--- config.mk ---
export PLATFORM = sky130hd
export DESIGN_NAME = dual_acc_mac
export DESIGN_NICKNAME = d
export VERILOG_FILES = /design/src/rtl/dual_acc_mac.sv
export SDC_FILE = /design/constraint.sdc
export NUM_CORES = 2
export LEC_CHECK = 0
export ABC_AREA = 1
export BUFFER_PORTS_ARGS = -buffer_cell sky130_fd_sc_hd__buf_2
export CORE_MARGIN = 2
export CORE_UTILIZATION = 25
export DETAILED_ROUTE_END_ITERATION = 8
export SYNTH_ARGS = -nofsm -noshare
export SYNTH_HDL_FRONTEND = slang
export SYNTH_SLANG_ARGS = --single-unit
--- constraint.sdc ---
create_clock -name clk -period 4.8 [get_ports clk]
set_input_delay 0.72 -clock clk [delete_from_list [all_inputs] [get_ports clk]]
set_output_delay 0.72 -clock clk [all_outputs]
set_load 0.1 [all_outputs]
--- src/rtl/dual_acc_mac.sv ---
module dual_acc_mac #(
  parameter int HW    = 16,
  parameter int GUARD = 8
) (
  input  logic              clk,
  input  logic              rst_n,
  input  logic              clear,
  input  logic              op_valid,
  input  logic [2*HW-1:0]   src_a,
  input  logic [2*HW-1:0]   src_b,
  input  logic [1:0]        a0_op,
  input  logic              a0_hi_a,
  input  logic              a0_hi_b,
  input  logic [1:0]        a1_op,
  input  logic              a1_hi_a,
  input  logic              a1_hi_b,
  input  logic              a1_mixed,
  input  logic              ext_en,
  input  logic [2*HW-1:0]   dst_in,
  output logic [2*HW-1:0]   dst_out,
  output logic              dst_we,
  output logic [2*HW-1:0]   a0_word,
  output logic [2*HW-1:0]   a1_word
);
  localparam int DW = 2*HW;
  localparam int AW = DW + GUARD;
  localparam int PW = DW + 2;
  localparam int TW = AW - HW + 2;
  localparam logic [1:0] OP_LOAD = 2'b01;
  localparam logic [1:0] OP_ADD  = 2'b10;
  localparam logic [1:0] OP_SUB  = 2'b11;
  localparam logic [DW-1:0] LOW_MASK = {{HW{1'b0}}, {HW{1'b1}}};

  logic signed [AW-1:0] acc0_q, acc1_q, acc0_d, acc1_d, e0, e1;
  logic [HW-1:0] h0a, h0b, h1a, h1b, ext;
  logic signed [PW-1:0] p0, p1;
  logic [TW-1:0] top;
  logic [DW-1:0] dst_q;
  logic we_q;

  function automatic logic signed [AW-1:0] step(input logic signed [AW-1:0] acc,
                                                 input logic signed [AW-1:0] p,
                                                 input logic [1:0] op);
    logic signed [AW:0] s;
    case (op)
      OP_LOAD: s = {p[AW-1], p};
      OP_ADD:  s = {acc[AW-1], acc} + {p[AW-1], p};
      OP_SUB:  s = {acc[AW-1], acc} - {p[AW-1], p};
      default: s = {acc[AW-1], acc};
    endcase
    if (s[AW] != s[AW-1])
      return s[AW] ? {1'b1, {(AW-1){1'b0}}} : {1'b0, {(AW-1){1'b1}}};
    return s[AW-1:0];
  endfunction

  assign h0a = a0_hi_a ? src_a[DW-1:HW] : src_a[HW-1:0];
  assign h0b = a0_hi_b ? src_b[DW-1:HW] : src_b[HW-1:0];
  assign h1a = a1_hi_a ? src_a[DW-1:HW] : src_a[HW-1:0];
  assign h1b = a1_hi_b ? src_b[DW-1:HW] : src_b[HW-1:0];

  assign p0 = $signed({h0a[HW-1], h0a}) * $signed({h0b[HW-1], h0b});
  assign p1 = $signed({a1_mixed ? 1'b0 : h1a[HW-1], h1a}) * $signed({h1b[HW-1], h1b});
  assign e0 = {{(AW-PW){p0[PW-1]}}, p0};
  assign e1 = {{(AW-PW){p1[PW-1]}}, p1};

  assign acc0_d = step(acc0_q, e0, a0_op);
  assign acc1_d = step(acc1_q, e1, a1_op);

  assign top = acc0_d[AW-1:HW-2];
  assign ext = (&top || ~|top) ? {acc0_d[HW-2:0], 1'b0}
             : (acc0_d[AW-1] ? {1'b1, {(HW-1){1'b0}}} : {1'b0, {(HW-1){1'b1}}});

  always_ff @(posedge clk or negedge rst_n) begin
    if (!rst_n) begin
      acc0_q <= '0;
      acc1_q <= '0;
      dst_q  <= '0;
      we_q   <= 1'b0;
    end else if (clear) begin
      acc0_q <= '0;
      acc1_q <= '0;
      we_q   <= 1'b0;
    end else if (op_valid) begin
      acc0_q <= acc0_d;
      acc1_q <= acc1_d;
      we_q   <= ext_en && (a0_op != 2'b00);
      if (ext_en && (a0_op != 2'b00))
        dst_q <= (dst_in & ~LOW_MASK) | {{HW{1'b0}}, ext};
    end else begin
      we_q <= 1'b0;
    end
  end

  assign dst_out = dst_q;
  assign dst_we  = we_q;
  assign a0_word = acc0_q[DW-1:0];
  assign a1_word = acc1_q[DW-1:0];
endmodule


==> flow_metrics.env <==
export IMPL_path_class="input port to register"
export IMPL_post_place_ws_ps=-5700
export IMPL_clk_pin_slew_ps=70
export IMPL_first_iter_violations=2510
export IMPL_slew_viol_final=0
export IMPL_vias_per_cell=4.58
export IMPL_vias=35700
export IMPL_nFillCells=14100
export IMPL_n_antenna_cell=0
export IMPL_worst_path_most_repeated_cell="nand2_2"
export IMPL_grt_pass1_wl_um=205000
export IMPL_setup_worst_path_end_class="register"
export IMPL_overflow=0
export IMPL_ys_top_cells_by_area="fa_1 (32%), nand2_1 (12%), inv_1 (11%), ha_1 (9.1%), dfrtp_1 (8.3%)"
export IMPL_netlist_area_um2=34200
export IMPL_grt_max_degree=114
export IMPL_start_kind="input port"
export IMPL_io_pins=207
export IMPL_critPathArrivalTime_ps=10090
export IMPL_worst_slack_ps=-4950
export IMPL_slew_headroom_pct=26.3
export IMPL_dieArea_um2=140000
export IMPL_cp_max_fo=7
export IMPL_ys_seq_area_share_pct=8.27
export IMPL_worst_slew_pin_slew_ps=1110
export IMPL_worstRegToRegCells=27
export IMPL_die_w_um=374
export IMPL_dpl_hpwl_um=111000
export IMPL_drive_gt1_share_pct=34.4
export IMPL_hold_path_class="input port to async pin"
export IMPL_synth_seq_cells=113
export IMPL_fin_hold_ws_ps=208
export IMPL_ys_top_cells_by_count="nand2_1 (1,081), inv_1 (1,036), fa_1 (540), nor2_1 (446), ha_1 (248)"
export IMPL_grt_pass1_vias=36700
export IMPL_die_y_um=374
export IMPL_period_share_pct=203
export IMPL_cts_made_buffers=17
export IMPL_syn_nets=5679
export IMPL_finalClockSkew_ps=15.1
export IMPL_cts_tree="done"
export IMPL_synth_top_cell_by_area="fa_1"
export IMPL_synth_enable_flop_cells=0
export IMPL_async_flop_share_pct=100
export IMPL_run_status="complete, but fails checks"
export IMPL_synth_ff_type="dfrtp_1"
export IMPL_hold_violations=0
export IMPL_yosys_area_top_type_share_pct=31.6
export IMPL_yosysWarnings=0
export IMPL_core_rowCount=135
export IMPL_ctsHoldBuffers=0
export IMPL_slowest_stage="fa_2"
export IMPL_portBuffers=190
export IMPL_cts_sinks=113
export IMPL_setup_viol=96
export IMPL_rsz0062_at_grt="true"
export IMPL_drt_pass1_iterations=8
export IMPL_area_growth_pct=46.2
export IMPL_maxCapViolCount=0
export IMPL_failed_checks="setup timing"
export IMPL_cts_buffer_depth=2
export IMPL_grt_antenna_before_repair=2
export IMPL_period_minus_slack_ps=9750
export IMPL_rrSetupSlack_ps=660
export IMPL_synth_cell_types=61
export IMPL_clkLatencyLatePin_ps=470
export IMPL_postRouteWirelength_um=132000
export IMPL_max_stage_delay_ps=600
export IMPL_yosysMostFrequentCell="nand2_1"
export IMPL_drc=0
export IMPL_syn_inst=4781
export IMPL_nNetsFinal=6892
export IMPL_htreeDepth=4
export IMPL_grt_usage_pct=18.7
export IMPL_start_util_pct=25.2
export IMPL_postSynthAreaPerCell_um2=7.15
export IMPL_ctsRootBufferMaster="clkbuf_16"
export IMPL_ant_nets=0
export IMPL_max_freq_mhz=103
export IMPL_place_congestion=0.979
export IMPL_coreArea_um2=136000
export IMPL_cp_required_ps=5150
export IMPL_detail_route_wl_per_cell_um=17.0
[kinds of logic after synthesis]
logic type / Yosys count / share of synthesized area, %
XOR/XNOR: 127 / 3.30
buffers and inverters: 1264 / 14.8
AND/OR/NAND/NOR: 1888 / 22.9
flip-flops: 113 / 8.27
AO/OA/AOI/OAI: 601 / 10.0
adder cells (fa/ha/maj): 788 / 40.7
[path summary, 6_finish.rpt]
path                              from           to
setup reg to reg             acc0_q[0]   dst_out[3]
setup / recovery               a0_hi_a   dst_out[3]
max in group asynchronous        rst_n   acc0_q[24]
hold reg to reg            dst_out[16]  dst_out[16]
hold / removal                   rst_n    acc1_q[9]
min in group clk            dst_in[23]  dst_out[23]
[worst max-delay path: cells and delay by family]
kind	cells	cell delay, ps
xor+xnor	2	330
simple gates	26	3000
fa+ha+maj	8	3610
buf+inv	17	1830
compound gates	5	570
[per-layer routing]
metal / part of all wire (%) / GRT usage, % / vias up
met4: 3.1 / 5.39 / 0
met3: 6.3 / 2.30 / 180
met2: 47 / 31.2 / 1042
met1: 43 / 25.2 / 17400
li1: - / - / 17000
met5: 0 / 0 / -
[state kept, by name, summed over array words and instances (netlist names)]
signal and flops:
dst_out 32, acc1_q 40, acc0_q 40, dst_we 1
[metrics by stage]
stage	TNS [ps]	utilization [%]	std cells	instance area (um^2)
after floorplan	-392210	-	4781	35800
after global placement	-510460	33.9	7639	46000
after detailed placement	-513590	33.9	7639	46000
after CTS	-429230	35.3	7720	47900
after global routing	-484630	36.9	7788	50000
final	-443010	36.9	7788	50000
[final cells by class]
class                           instances  area [um^2]  share of cell area, %
Clock buffer                           18          439                  0.878
Clock inverter                         14          144                  0.288
Inverter                             1082         4160                   8.33
Multi-Input combinational cell       3408        29200                   58.4
Sequential cell                       113         2830                   5.66
Tap cell                             1781         2230                   4.46
Timing Repair Buffer                 1372        11000                   22.0
[layout by cell type, fill, tap and decap left out, drive strengths merged, types with 19 or more instances in the layout]
master,n
a21oi,207
nand2,1105
xnor2,31
o21ai,231
nand3,207
nor2,457
or2,24
fa,540
ha,248
clkbuf,27
nand3b,20
o22ai,50
buf,1363
inv,1071
dfrtp,113
nand4,34
xor2,96
nor3,35
clkinv,19
[what timing repair did]
| action | CTS | global route |
|---|---|---|
| resized for setup | 185 | 369 |
| cloned | 15 | 11 |
| pin swaps | 101 | 236 |
| setup endpoints to repair | 96 | 96 |
| buffers inserted | 35 | 63 |
Power is not shown: default switching activity piles up to over one toggle a cycle in this logic, so the estimate is an artifact.
